==> src/rtl/fcd_pkg.sv <==
package fcd_pkg;

    typedef enum logic [3:0] {
        ST_READ,
        ST_UNL1,
        ST_UNL2,
        ST_PGM_ARM,
        ST_ERS1,
        ST_ERS2,
        ST_ERS3,
        ST_WINDOW,
        ST_ERASING,
        ST_SUSP,
        ST_IDENT,
        ST_BYP,
        ST_BYP_ARM,
        ST_BYP_EXIT
    } fcd_state_e;

    typedef enum logic [2:0] {
        MODE_READ   = 3'd0,
        MODE_IDENT  = 3'd1,
        MODE_BYPASS = 3'd2,
        MODE_ERASE  = 3'd3,
        MODE_SUSP   = 3'd4
    } fcd_mode_e;

    localparam logic [1:0] RSEL_ARRAY = 2'd0;
    localparam logic [1:0] RSEL_DEVID = 2'd1;
    localparam logic [1:0] RSEL_PROT  = 2'd2;

    // Command byte codes; index order matches fcd_match_t data fields
    localparam int N_CODES = 11;
    localparam logic [7:0] CODE_TAB [N_CODES] = '{
        8'hAA, 8'h55, 8'h90, 8'hA0, 8'h80, 8'h20,
        8'h10, 8'h30, 8'hB0, 8'hF0, 8'h00
    };

    typedef struct packed {
        logic at_555;
        logic at_aaa;
        logic haa;
        logic h55;
        logic h90;
        logic ha0;
        logic h80;
        logic h20;
        logic h10;
        logic h30;
        logic hb0;
        logic hf0;
        logic h00;
    } fcd_match_t;

    typedef struct packed {
        logic id_enter;
        logic prog;
        logic sect_erase;
        logic bulk_erase;
        logic suspend;
        logic resume;
        logic reset;
        logic byp_enter;
        logic byp_exit;
    } fcd_pulse_t;

endpackage

==> src/rtl/fcd_match.sv <==
module fcd_match
    import fcd_pkg::*;
#(
    parameter int DEC_W = 12
) (
    input  logic [DEC_W-1:0] dec_addr,
    input  logic [7:0]       data,
    output fcd_match_t       mt
);

    localparam logic [DEC_W-1:0] ADDR_A = DEC_W'(12'h555);
    localparam logic [DEC_W-1:0] ADDR_B = DEC_W'(12'hAAA);

    logic [N_CODES-1:0] hit;

    for (genvar i = 0; i < N_CODES; i++) begin : g_code
        assign hit[i] = (data == CODE_TAB[i]);
    end

    always_comb begin
        mt.at_555 = (dec_addr == ADDR_A);
        mt.at_aaa = (dec_addr == ADDR_B);
        mt.haa    = hit[0];
        mt.h55    = hit[1];
        mt.h90    = hit[2];
        mt.ha0    = hit[3];
        mt.h80    = hit[4];
        mt.h20    = hit[5];
        mt.h10    = hit[6];
        mt.h30    = hit[7];
        mt.hb0    = hit[8];
        mt.hf0    = hit[9];
        mt.h00    = hit[10];
    end

endmodule

==> src/rtl/fcd_window_timer.sv <==
module fcd_window_timer #(
    parameter int LIMIT = 16
) (
    input  logic clk,
    input  logic rst_n,
    input  logic clear,
    input  logic run,
    output logic expired
);

    localparam int CNT_W = (LIMIT < 2) ? 1 : $clog2(LIMIT);
    localparam logic [CNT_W-1:0] LAST = CNT_W'(LIMIT - 1);

    logic [CNT_W-1:0] cnt_q;

    assign expired = (cnt_q == LAST);

    always_ff @(posedge clk or negedge rst_n) begin
        if (!rst_n) begin
            cnt_q <= '0;
        end else if (clear) begin
            cnt_q <= '0;
        end else if (run && !expired) begin
            cnt_q <= cnt_q + 1'b1;
        end
    end

endmodule

==> src/rtl/fcd_read_sel.sv <==
module fcd_read_sel
    import fcd_pkg::*;
#(
    parameter int ADDR_W = 18
) (
    input  logic              ident,
    input  logic [ADDR_W-1:0] rd_addr,
    output logic [1:0]        rd_sel
);

    logic [2:0] key;
    logic       rd_unused;

    assign key       = {rd_addr[6], rd_addr[1], rd_addr[0]};
    assign rd_unused = ^{rd_addr[ADDR_W-1:7], rd_addr[5:2]};

    always_comb begin
        rd_sel = RSEL_ARRAY;
        if (ident) begin
            unique case (key)
                3'b001:  rd_sel = RSEL_DEVID;
                3'b010:  rd_sel = RSEL_PROT;
                default: rd_sel = RSEL_ARRAY;
            endcase
        end
    end

endmodule

==> src/rtl/flash_cmd_decoder.sv <==
module flash_cmd_decoder
    import fcd_pkg::*;
#(
    parameter int ADDR_W  = 18,
    parameter int DEC_W   = 12,
    parameter int N_SECT  = 8,
    parameter int WIN_CYC = 16
) (
    input  logic              clk,
    input  logic              rst_n,
    input  logic              wr_en,
    input  logic [ADDR_W-1:0] wr_addr,
    input  logic [7:0]        wr_data,
    input  logic [N_SECT-1:0] sect_sel,
    input  logic              erase_done,
    input  logic [ADDR_W-1:0] rd_addr,
    output logic [1:0]        rd_sel,
    output logic              id_enter_p,
    output logic              prog_p,
    output logic [ADDR_W-1:0] prog_addr,
    output logic [7:0]        prog_data,
    output logic              sect_erase_p,
    output logic [N_SECT-1:0] erase_sectors,
    output logic              bulk_erase_p,
    output logic              suspend_p,
    output logic              resume_p,
    output logic              reset_p,
    output logic              byp_enter_p,
    output logic              byp_exit_p,
    output logic [2:0]        mode,
    output logic              busy
);

    fcd_state_e        st_q, st_nxt;
    fcd_match_t        mt;
    fcd_pulse_t        pn, pulse_q;
    logic              sect_any;
    logic              mask_load, mask_or, win_clear, win_exp;
    logic              bulk_q;
    logic [N_SECT-1:0] mask_q;
    logic [ADDR_W-1:0] paddr_q;
    logic [7:0]        pdata_q;
    fcd_mode_e         mode_e;

    fcd_match #(.DEC_W(DEC_W)) u_match (
        .dec_addr (wr_addr[DEC_W-1:0]),
        .data     (wr_data),
        .mt       (mt)
    );

    fcd_window_timer #(.LIMIT(WIN_CYC)) u_win (
        .clk     (clk),
        .rst_n   (rst_n),
        .clear   (win_clear),
        .run     (st_q == ST_WINDOW),
        .expired (win_exp)
    );

    fcd_read_sel #(.ADDR_W(ADDR_W)) u_rsel (
        .ident   (st_q == ST_IDENT),
        .rd_addr (rd_addr),
        .rd_sel  (rd_sel)
    );

    assign sect_any = |sect_sel;

    // Next state and next pulse
    always_comb begin
        st_nxt    = st_q;
        pn        = '0;
        mask_load = 1'b0;
        mask_or   = 1'b0;
        win_clear = 1'b0;
        unique case (st_q)
            ST_READ: begin
                if (wr_en) begin
                    if (mt.hf0)                   pn.reset = 1'b1;
                    else if (mt.haa && mt.at_555) st_nxt   = ST_UNL1;
                end
            end
            ST_UNL1: begin
                if (wr_en) begin
                    st_nxt = ST_READ;
                    if (mt.hf0)                   pn.reset = 1'b1;
                    else if (mt.h55 && mt.at_aaa) st_nxt   = ST_UNL2;
                end
            end
            ST_UNL2: begin
                if (wr_en) begin
                    st_nxt = ST_READ;
                    if (mt.hf0) begin
                        pn.reset = 1'b1;
                    end else if (mt.at_555) begin
                        if (mt.h90) begin
                            pn.id_enter = 1'b1;
                            st_nxt      = ST_IDENT;
                        end else if (mt.ha0) begin
                            st_nxt = ST_PGM_ARM;
                        end else if (mt.h80) begin
                            st_nxt = ST_ERS1;
                        end else if (mt.h20) begin
                            pn.byp_enter = 1'b1;
                            st_nxt       = ST_BYP;
                        end
                    end
                end
            end
            ST_PGM_ARM: begin
                if (wr_en) begin
                    pn.prog = 1'b1;
                    st_nxt  = ST_READ;
                end
            end
            ST_ERS1: begin
                if (wr_en) begin
                    st_nxt = ST_READ;
                    if (mt.hf0)                   pn.reset = 1'b1;
                    else if (mt.haa && mt.at_555) st_nxt   = ST_ERS2;
                end
            end
            ST_ERS2: begin
                if (wr_en) begin
                    st_nxt = ST_READ;
                    if (mt.hf0)                   pn.reset = 1'b1;
                    else if (mt.h55 && mt.at_aaa) st_nxt   = ST_ERS3;
                end
            end
            ST_ERS3: begin
                if (wr_en) begin
                    st_nxt = ST_READ;
                    if (mt.hf0) begin
                        pn.reset = 1'b1;
                    end else if (mt.h10 && mt.at_555) begin
                        pn.bulk_erase = 1'b1;
                        st_nxt        = ST_ERASING;
                    end else if (mt.h30 && sect_any) begin
                        mask_load = 1'b1;
                        win_clear = 1'b1;
                        st_nxt    = ST_WINDOW;
                    end
                end
            end
            ST_WINDOW: begin
                if (wr_en && mt.h30 && sect_any) begin
                    mask_or   = 1'b1;
                    win_clear = 1'b1;
                end else if (win_exp) begin
                    pn.sect_erase = 1'b1;
                    st_nxt        = ST_ERASING;
                end
            end
            ST_ERASING: begin
                if (erase_done) begin
                    st_nxt = ST_READ;
                end else if (wr_en && mt.hb0 && !bulk_q) begin
                    pn.suspend = 1'b1;
                    st_nxt     = ST_SUSP;
                end
            end
            ST_SUSP: begin
                if (wr_en && mt.h30) begin
                    pn.resume = 1'b1;
                    st_nxt    = ST_ERASING;
                end
            end
            ST_IDENT: begin
                if (wr_en && mt.hf0) begin
                    pn.reset = 1'b1;
                    st_nxt   = ST_READ;
                end
            end
            ST_BYP: begin
                if (wr_en) begin
                    if (mt.ha0)      st_nxt = ST_BYP_ARM;
                    else if (mt.h90) st_nxt = ST_BYP_EXIT;
                end
            end
            ST_BYP_ARM: begin
                if (wr_en) begin
                    pn.prog = 1'b1;
                    st_nxt  = ST_BYP;
                end
            end
            ST_BYP_EXIT: begin
                if (wr_en) begin
                    if (mt.h00) begin
                        pn.byp_exit = 1'b1;
                        st_nxt      = ST_READ;
                    end else begin
                        st_nxt = ST_BYP;
                    end
                end
            end
            default: st_nxt = ST_READ;
        endcase
    end

    // State register
    always_ff @(posedge clk or negedge rst_n) begin
        if (!rst_n) st_q <= ST_READ;
        else        st_q <= st_nxt;
    end

    // Output register
    always_ff @(posedge clk or negedge rst_n) begin
        if (!rst_n) begin
            pulse_q <= '0;
            paddr_q <= '0;
            pdata_q <= '0;
            mask_q  <= '0;
            bulk_q  <= 1'b0;
        end else begin
            pulse_q <= pn;
            if (pn.prog) begin
                paddr_q <= wr_addr;
                pdata_q <= wr_data;
            end
            if (mask_load)    mask_q <= sect_sel;
            else if (mask_or) mask_q <= mask_q | sect_sel;
            if (pn.bulk_erase)  bulk_q <= 1'b1;
            else if (mask_load) bulk_q <= 1'b0;
        end
    end

    always_comb begin
        unique case (st_q)
            ST_IDENT:                         mode_e = MODE_IDENT;
            ST_BYP, ST_BYP_ARM, ST_BYP_EXIT:  mode_e = MODE_BYPASS;
            ST_WINDOW, ST_ERASING:            mode_e = MODE_ERASE;
            ST_SUSP:                          mode_e = MODE_SUSP;
            default:                          mode_e = MODE_READ;
        endcase
    end

    assign mode          = mode_e;
    assign busy          = (st_q == ST_ERASING) || (st_q == ST_SUSP);
    assign id_enter_p    = pulse_q.id_enter;
    assign prog_p        = pulse_q.prog;
    assign sect_erase_p  = pulse_q.sect_erase;
    assign bulk_erase_p  = pulse_q.bulk_erase;
    assign suspend_p     = pulse_q.suspend;
    assign resume_p      = pulse_q.resume;
    assign reset_p       = pulse_q.reset;
    assign byp_enter_p   = pulse_q.byp_enter;
    assign byp_exit_p    = pulse_q.byp_exit;
    assign prog_addr     = paddr_q;
    assign prog_data     = pdata_q;
    assign erase_sectors = mask_q;

endmodule

==> config.mk <==
export PLATFORM = sky130hd
export DESIGN_NAME = flash_cmd_decoder
export DESIGN_NICKNAME = d
export VERILOG_FILES = /design/src/rtl/fcd_pkg.sv /design/src/rtl/fcd_match.sv /design/src/rtl/fcd_window_timer.sv /design/src/rtl/fcd_read_sel.sv /design/src/rtl/flash_cmd_decoder.sv
export SDC_FILE = /design/constraint.sdc
export NUM_CORES = 1
export LEC_CHECK = 0
export CORE_UTILIZATION = 45
export CTS_BUF_LIST = sky130_fd_sc_hd__clkbuf_8
export CTS_CLUSTER_DIAMETER = 100
export DETAILED_ROUTE_END_ITERATION = 7
export PLACE_DENSITY = 0.82
export SLEW_MARGIN = 20
export SYNTH_ARGS = -nofsm -noshare
export SYNTH_HDL_FRONTEND = slang
export SYNTH_SLANG_ARGS = --single-unit
export TNS_END_PERCENT = 30
==> constraint.sdc <==
create_clock -name clk -period 4.1 [get_ports clk]
set_clock_uncertainty 0.1 [all_clocks]
set_input_delay 0.41 -clock clk [delete_from_list [all_inputs] [get_ports clk]]
set_output_delay 0.41 -clock clk [all_outputs]
set_load 0.005 [all_outputs]
==> impl_metrics.env, run 1 <==
export IMPL_run_status="finished clean"
export IMPL_postRouteAntennaNets=0
export IMPL_power_share_switching=0.252
export IMPL_grt_busiest_layer="met2"
export IMPL_netlist_area_leader_share=0.470
export IMPL_hold_violations=0
export IMPL_setup_viol_count_final=0
export IMPL_finalCritPeriodShare=0.721
export IMPL_timing_hold_ws_ns=0.110
export IMPL_worst_endpoint_required_ns=3.59
export IMPL_place_port_buffers=89
export IMPL_fp_dieW_um=80.5
export IMPL_timing_final_crit_period_ns=2.96
export IMPL_grt_max_degree=53
export IMPL_via_per_inst=5.60
export IMPL_antenna_cells=0
export IMPL_use_met3=0.0625
export IMPL_power_frac_clock=0.304
export IMPL_number_of_register_bits_inferred_by_synthesis=52
export IMPL_timing_slew_headroom=0.473
export IMPL_first_global_vias=2332
export IMPL_drtPass1Iterations=4
export IMPL_hold_class="primary input to async pin"
export IMPL_yosys_cell_types_count=58
export IMPL_worstPathMaxFanout=14
export IMPL_dieHeight_um=80.5
export IMPL_area_growth_syn_to_layout_pct=35.6
export IMPL_grt_use_total=0.230
export IMPL_rsz_0062_raised_after_global_routing="false"
export IMPL_placementRows=28
export IMPL_placement_cell_area_mm2=0.00366
export IMPL_syn_cell_area_mm2=0.00277
export IMPL_post_route_util=0.634
export IMPL_number_of_nets_in_the_synthesized_netlist=335
export IMPL_tritoncts="done"
export IMPL_routed_via_count=2459
export IMPL_yosys_warnings=0
export IMPL_cellLeakagePower_nw=1.60
export IMPL_clock_tree_buf_depth=2
export IMPL_clock_fmax_ghz=0.338
export IMPL_fp_coreArea_mm2=0.00592
export IMPL_grt_antenna_before_repair=0
export IMPL_most_used_dff_post_synth="sky130_fd_sc_hd__dfrtp_1"
export IMPL_numClockSinks=52
export IMPL_finalNonFillerCells=439
export IMPL_setup_tns_ns=0
export IMPL_ctsHoldBuffers=0
export IMPL_cellInternalPower_mw=0.725
export IMPL_globalRouteOverflowTotal=0
export IMPL_wl_um=6980
export IMPL_criticalPathCategory="register to output pin"
export IMPL_clk_pin_slew_ns=0.09
export IMPL_synth_seq_area_share=0.470
export IMPL_dpl_cell_count=431
export IMPL_ys_top_cells_by_count="sky130_fd_sc_hd__nand2_1, sky130_fd_sc_hd__dfrtp_1, sky130_fd_sc_hd__nor2_1"
export IMPL_htreeDepth=2
export IMPL_post_synth_main_area_contributors="sky130_fd_sc_hd__dfrtp_1, sky130_fd_sc_hd__mux2_2, sky130_fd_sc_hd__nand2_1"
export IMPL_synth_edf_count=0
export IMPL_power_density_cell_area_mw_per_mm2=258
export IMPL_syn_instance_count=278
export IMPL_place_detailed_hpwl_um=5230
export IMPL_cp_arrival_ns=2.45
export IMPL_detailed_route_wire_length_per_cell_um=15.9
export IMPL_worst_setup_path_end_kind="output pin"
export IMPL_peakVddDrop_mv=0.212
export IMPL_boundaryPins=105
export IMPL_power_share_sequential=0.552
export IMPL_use_met1=0.303
export IMPL_drv_max_cap_violation_count=0
export IMPL_clockRootBuffer="sky130_fd_sc_hd__clkbuf_8"
export IMPL_clkLatencyLatePin_ns=0.30
export IMPL_gp_congestion=0.923
export IMPL_postCtsSetupBuffers=0
export IMPL_grt_util_met2=0.368
export IMPL_die_area_mm2=0.00647
export IMPL_kind_of_launch_point_of_the_worst_setup_path="register"
export IMPL_slew_violations=0
export IMPL_postLayoutCellArea_mm2=0.00376
export IMPL_initial_utilization=0.468
export IMPL_post_cts_resized_instances=0
export IMPL_asyncSetResetFlopFracSynth=1.00
export IMPL_netSwitchingPower_mw=0.244
export IMPL_synth_top_cell_by_area="sky130_fd_sc_hd__dfrtp_1"
export IMPL_drive_above_1_share=0.140
export IMPL_timing_critical_path_from="st_q[2]"
export IMPL_combPwrFrac=0.144
export IMPL_synth_most_common_cell="sky130_fd_sc_hd__nand2_1"
export IMPL_timing_worst_slew_pin_value_ns=0.786
export IMPL_grt_pass1_wl_um=11400
export IMPL_cts_made_buffers=5
export IMPL_synth_area_per_cell_um2=9.96
export IMPL_worst_r2r_startpoint="st_q[2]"
export IMPL_fin_nets=420
export IMPL_post_route_drc_count=0
export IMPL_drt_iter0_markers=238
cell usage in the layout, fill, tap and decap left out, types with 3 or more instances in the layout:
| cell | count |
|---|---|
| sky130_fd_sc_hd__a21oi_1 | 3 |
| sky130_fd_sc_hd__and4bb_2 | 3 |
| sky130_fd_sc_hd__xor2_1 | 4 |
| sky130_fd_sc_hd__nand3_1 | 4 |
| sky130_fd_sc_hd__nand2b_1 | 5 |
| sky130_fd_sc_hd__clkdlybuf4s50_1 | 88 |
| sky130_fd_sc_hd__dfrtp_1 | 52 |
| sky130_fd_sc_hd__nor3_1 | 4 |
| sky130_fd_sc_hd__nor4_1 | 6 |
| sky130_fd_sc_hd__nand2_1 | 56 |
| sky130_fd_sc_hd__mux2_2 | 22 |
| sky130_fd_sc_hd__nand4_1 | 9 |
| sky130_fd_sc_hd__nor4b_1 | 6 |
| sky130_fd_sc_hd__clkbuf_8 | 6 |
| sky130_fd_sc_hd__nor4bb_1 | 3 |
| sky130_fd_sc_hd__inv_1 | 5 |
| sky130_fd_sc_hd__nor2_1 | 24 |
| sky130_fd_sc_hd__or2_2 | 4 |
| sky130_fd_sc_hd__o21ai_0 | 7 |
| sky130_fd_sc_hd__nor2b_1 | 5 |
stage by stage:
step	power [mW]	setup slack, ns
final	0.969	1.14
after global routing	1.02	0.964
after CTS	0.979	1.11
after detailed placement	0.684	1.01
after global placement	0.682	1.02
after floorplan	0.621	1.88
final timing paths:
kind	endpoint	slack, ns	depth (start not counted)
min in group clk	erase_sectors[0]	0.37	2
max in group asynchronous	prog_data[4]	3.35	2
hold reg to reg	erase_sectors[0]	0.37	2
setup reg to reg	st_q[0]	1.59	5
setup / recovery	rd_sel[0]	1.14	4
hold / removal	suspend_p	0.11	2
sequential cells by signal, indices dropped and copies added (netlist names):
name           cells
bulk_erase_p       1
suspend_p          1
resume_p           1
erase_sectors      8
prog_p             1
byp_exit_p         1
reset_p            1
sect_erase_p       1
byp_enter_p        1
bulk_q             1
prog_addr         18
prog_data          8
st_q               4
id_enter_p         1
u_win.cnt_q        4
power by group through the flow:
stage	Sequential (mW)	Clock, mW	Combinational, mW
after CTS	0.534	0.306	0.140
after global placement	0.545	0	0.138
final	0.535	0.295	0.140
after detailed placement	0.545	0	0.139
after floorplan	0.532	0	0.0895
after global routing	0.537	0.328	0.153
layer usage:
metal,vias up,part of all wire
met5,-,0
met4,0,0.015
met3,12,0.085
met2,111,0.48
met1,1173,0.42
li1,1163,-
cell type report:
type	instances	area (µm²)
Fill cell	481	2160
Multi-Input combinational cell	208	1350
Sequential cell	52	1300
Timing Repair Buffer	91	901
Tap cell	75	93.8
Clock buffer	6	82.6
Inverter	5	18.8
Clock inverter	2	10.0
worst max-delay path, cell delays in order, from the launching register on:
cell,delay [ns]
sky130_fd_sc_hd__dfrtp_1,0.54
sky130_fd_sc_hd__nand2b_1,0.39
sky130_fd_sc_hd__or2_2,0.39
sky130_fd_sc_hd__nor4b_1,0.26
sky130_fd_sc_hd__clkdlybuf4s50_1,0.56
kinds of logic (layout without fill, tap and decap cells):
| kind of cell | after synthesis | count (layout) | synth area share |
|---|---|---|---|
| AOI/OAI and AO/OA | 28 | 28 | 0.0718 |
| xor gates and xnor gates | 5 | 5 | 0.0158 |
| adders and majority gates | 1 | 1 | 0.00452 |
| buffers and inverters | 18 | 104 | 0.0447 |
| DFF | 52 | 52 | 0.470 |
| muxes | 24 | 24 | 0.0967 |
| and+or+nand+nor | 150 | 150 | 0.297 |
(Power assumes the default switching activity.)
==> run 2: changes to the inputs <==
--- a/config.mk
+++ b/config.mk
@@ -5,11 +5,11 @@
 export SDC_FILE = /design/constraint.sdc
 export NUM_CORES = 1
 export LEC_CHECK = 0
-export CORE_UTILIZATION = 45
+export CORE_UTILIZATION = 41
 export CTS_BUF_LIST = sky130_fd_sc_hd__clkbuf_8
 export CTS_CLUSTER_DIAMETER = 100
 export DETAILED_ROUTE_END_ITERATION = 7
-export PLACE_DENSITY = 0.82
+export PLACE_DENSITY = 0.78
 export SLEW_MARGIN = 20
 export SYNTH_ARGS = -nofsm -noshare
 export SYNTH_HDL_FRONTEND = slang
==> constraint.sdc (replaced) <==
create_clock -name clk -period 2.5 [get_ports clk]
set_clock_uncertainty 0.1 [all_clocks]
set_input_delay 0.25 -clock clk [delete_from_list [all_inputs] [get_ports clk]]
set_output_delay 0.25 -clock clk [all_outputs]
set_load 0.005 [all_outputs]
==> run 2 against run 1 <==
- the flow now finishes with violations (design-rule violations)
- critical path depth is 1 higher
- hold slack better by 0.19 ns
- sequential power is 60% higher
- sequential cell count stayed put
- utilization is 2.6 points higher
- non-clock buffer count is 56 higher
- cell count is 13% higher
- power is 86% higher
- first-iteration DRC count is 14% lower
- die area is 9.5% higher
- count of clock-buffer cells in the layout is 1 higher
- largest cell class unchanged
==> impl_metrics.env, run 2 (synthesis gave the netlist of run 1 again) <==
export IMPL_rsz_0062_raised_after_global_routing="true"
export IMPL_numClockSinks=52
export IMPL_worst_endpoint_required_ns=2.15
export IMPL_grt_antenna_before_repair=0
export IMPL_worstPathMaxFanout=7
export IMPL_finalCritPeriodShare=0.980
export IMPL_peakVddDrop_mv=0.298
export IMPL_mostFrequentLayoutCell="sky130_fd_sc_hd__clkdlybuf4s50_1"
export IMPL_drt_iter0_markers=204
export IMPL_worst_r2r_startpoint="st_q[3]"
export IMPL_setup_viol_count_final=0
export IMPL_worst_setup_path_end_kind="output pin"
export IMPL_cpPeakStageDelay_ns=0.52
export IMPL_clock_tree_buf_depth=2
export IMPL_grt_pass1_wl_um=12800
export IMPL_antenna_cells=0
export IMPL_rr_endpoint="st_q[2]"
export IMPL_kind_of_launch_point_of_the_worst_setup_path="register"
export IMPL_cp_arrival_ns=2.10
export IMPL_grt_use_total=0.227
export IMPL_power_density_cell_area_mw_per_mm2=425
export IMPL_initial_utilization=0.431
export IMPL_timing_slew_headroom=0.610
export IMPL_hold_violations=0
export IMPL_setup_tns_ns=0
export IMPL_clockRootBuffer="sky130_fd_sc_hd__clkbuf_8"
export IMPL_drtPass1Iterations=6
export IMPL_reg2reg_setup_slack_ns=0.17
export IMPL_run_status="finished with violations"
export IMPL_criticalPathCategory="register to output pin"
export IMPL_final_cell_mix="sky130_fd_sc_hd__clkdlybuf4s50_1, sky130_fd_sc_hd__buf_4, sky130_fd_sc_hd__nand2_1"
export IMPL_gp_congestion=1.02
export IMPL_worst_r2r_cell_count=7
export IMPL_failed_checks="design-rule violations"
export IMPL_place_port_buffers=89
export IMPL_critPathTopFamily="buffers and inverters"
export IMPL_detailed_route_wire_length_per_cell_um=15.5
export IMPL_crit_buf_inv=2
export IMPL_postRouteAntennaNets=0
export IMPL_die_area_mm2=0.00709
export IMPL_timing_hold_ws_ns=0.296
export IMPL_drv_max_cap_violation_count=0
export IMPL_via_per_inst=5.34
export IMPL_routed_via_count=2653
export IMPL_clk_pin_slew_ns=0.09
export IMPL_fp_dieW_um=84.2
export IMPL_clkLatencyLatePin_ns=0.30
export IMPL_critical_path_cell_sequence="buf_4 > nand2b_1 > a21o_1 > o21ai_0 > clkdlybuf4s50_1"
export IMPL_placementRows=29
export IMPL_first_global_vias=2706
export IMPL_fin_nets=476
export IMPL_cts_made_buffers=5
export IMPL_dieHeight_um=84.2
export IMPL_tritoncts="done"
export IMPL_area_growth_syn_to_layout_pct=53.2
export IMPL_wl_um=7700
export IMPL_htreeDepth=2
export IMPL_cp_slowest_cell="sky130_fd_sc_hd__clkdlybuf4s50_1"
export IMPL_timing_worst_slew_pin_value_ns=0.582
export IMPL_slew_violations=0
export IMPL_boundaryPins=105
export IMPL_cellLeakagePower_nw=1.90
export IMPL_hold_class="primary input to async pin"
export IMPL_drive_above_1_share=0.269
export IMPL_globalRouteOverflowTotal=0
export IMPL_timing_final_crit_period_ns=2.45
export IMPL_grt_max_degree=20
export IMPL_largest_register_ffs=18
export IMPL_fp_coreArea_mm2=0.00642
export IMPL_clock_fmax_ghz=0.408
export IMPL_post_route_drc_count=10
export IMPL_place_detailed_hpwl_um=6060
run 2: cell types whose count changed in the layout (fill, tap and decap cells not counted), moves of 2 or more:
cell                       previous run  this run
sky130_fd_sc_hd__dfrtp_2              0         3
sky130_fd_sc_hd__nor4b_1              6         4
sky130_fd_sc_hd__buf_4                2        57
sky130_fd_sc_hd__nor4b_2              0         2
sky130_fd_sc_hd__clkinv_2             2         0
sky130_fd_sc_hd__dfrtp_1             52        49
sky130_fd_sc_hd__nand2b_1             5         3
run 2: final cells by class:
cell class                 count  area [µm²]
tap                           77        96.3
clock inverter                 1        30.0
sequential                    52        1310
inverter                       5        18.8
clock buffer                   7        96.3
fill                         539        2180
timing repair buffer         147        1330
multi-input combinational    208        1370
run 2: metrics by stage:
step                total power [mW]  utilization  area (µm²)  instances  worst slack (ns)
floorplan                       1.02            -        2770        278             0.421
global placement                1.17        0.634        4070        487            -0.101
detailed placement              1.17        0.634        4070        487            -0.124
CTS                             1.81        0.658        4230        497            0.0119
global route                    1.88        0.661        4240        497           -0.0121
finish                          1.80        0.661        4240        497            0.0512
run 2: routing by layer:
| layer | vias to the layer above | part of all wire | track usage | wire length (µm) |
|---|---|---|---|---|
| met2 | 98 | 0.48 | 0.382 | 3710 |
| met1 | 1270 | 0.45 | 0.307 | 3440 |
| li1 | 1276 | - | - | - |
| met4 | 0 | 0.010 | 0.0486 | 79 |
| met3 | 9 | 0.061 | 0.0433 | 468 |
| met5 | - | 0 | 0 | 0 |
run 2: power breakdown:
group	switching (mW)	total [mW]	leakage [nW]	internal (mW)
logic	0.146	0.323	1.14	0.177
clock network	0.274	0.628	0.0645	0.354
registers	0.00395	0.854	0.699	0.850
total	0.424	1.80	1.90	1.38
run 2: timing repair:
item,4_1_cts,5_1_grt
hold endpoints to repair,16,0
endpoints found under the setup margin,2,2
resized for setup,5,4
setup buffers,1,0
gates cloned,0,0
hold buffers,1,0
run 2: worst max path at each step:
stage	from	end	slack, ns	depth (start not counted)
2_1_floorplan	st_q[1]	prog_data[2]	0.42	6
3_3_place_gp	wr_data[1]	st_q[2]	-0.10	10
3_5_place_dp	wr_data[1]	st_q[0]	-0.12	7
4_1_cts	st_q[2]	rd_sel[1]	0.01	4
5_1_grt	st_q[3]	busy	-0.01	4
6_report	st_q[3]	mode[1]	0.05	5
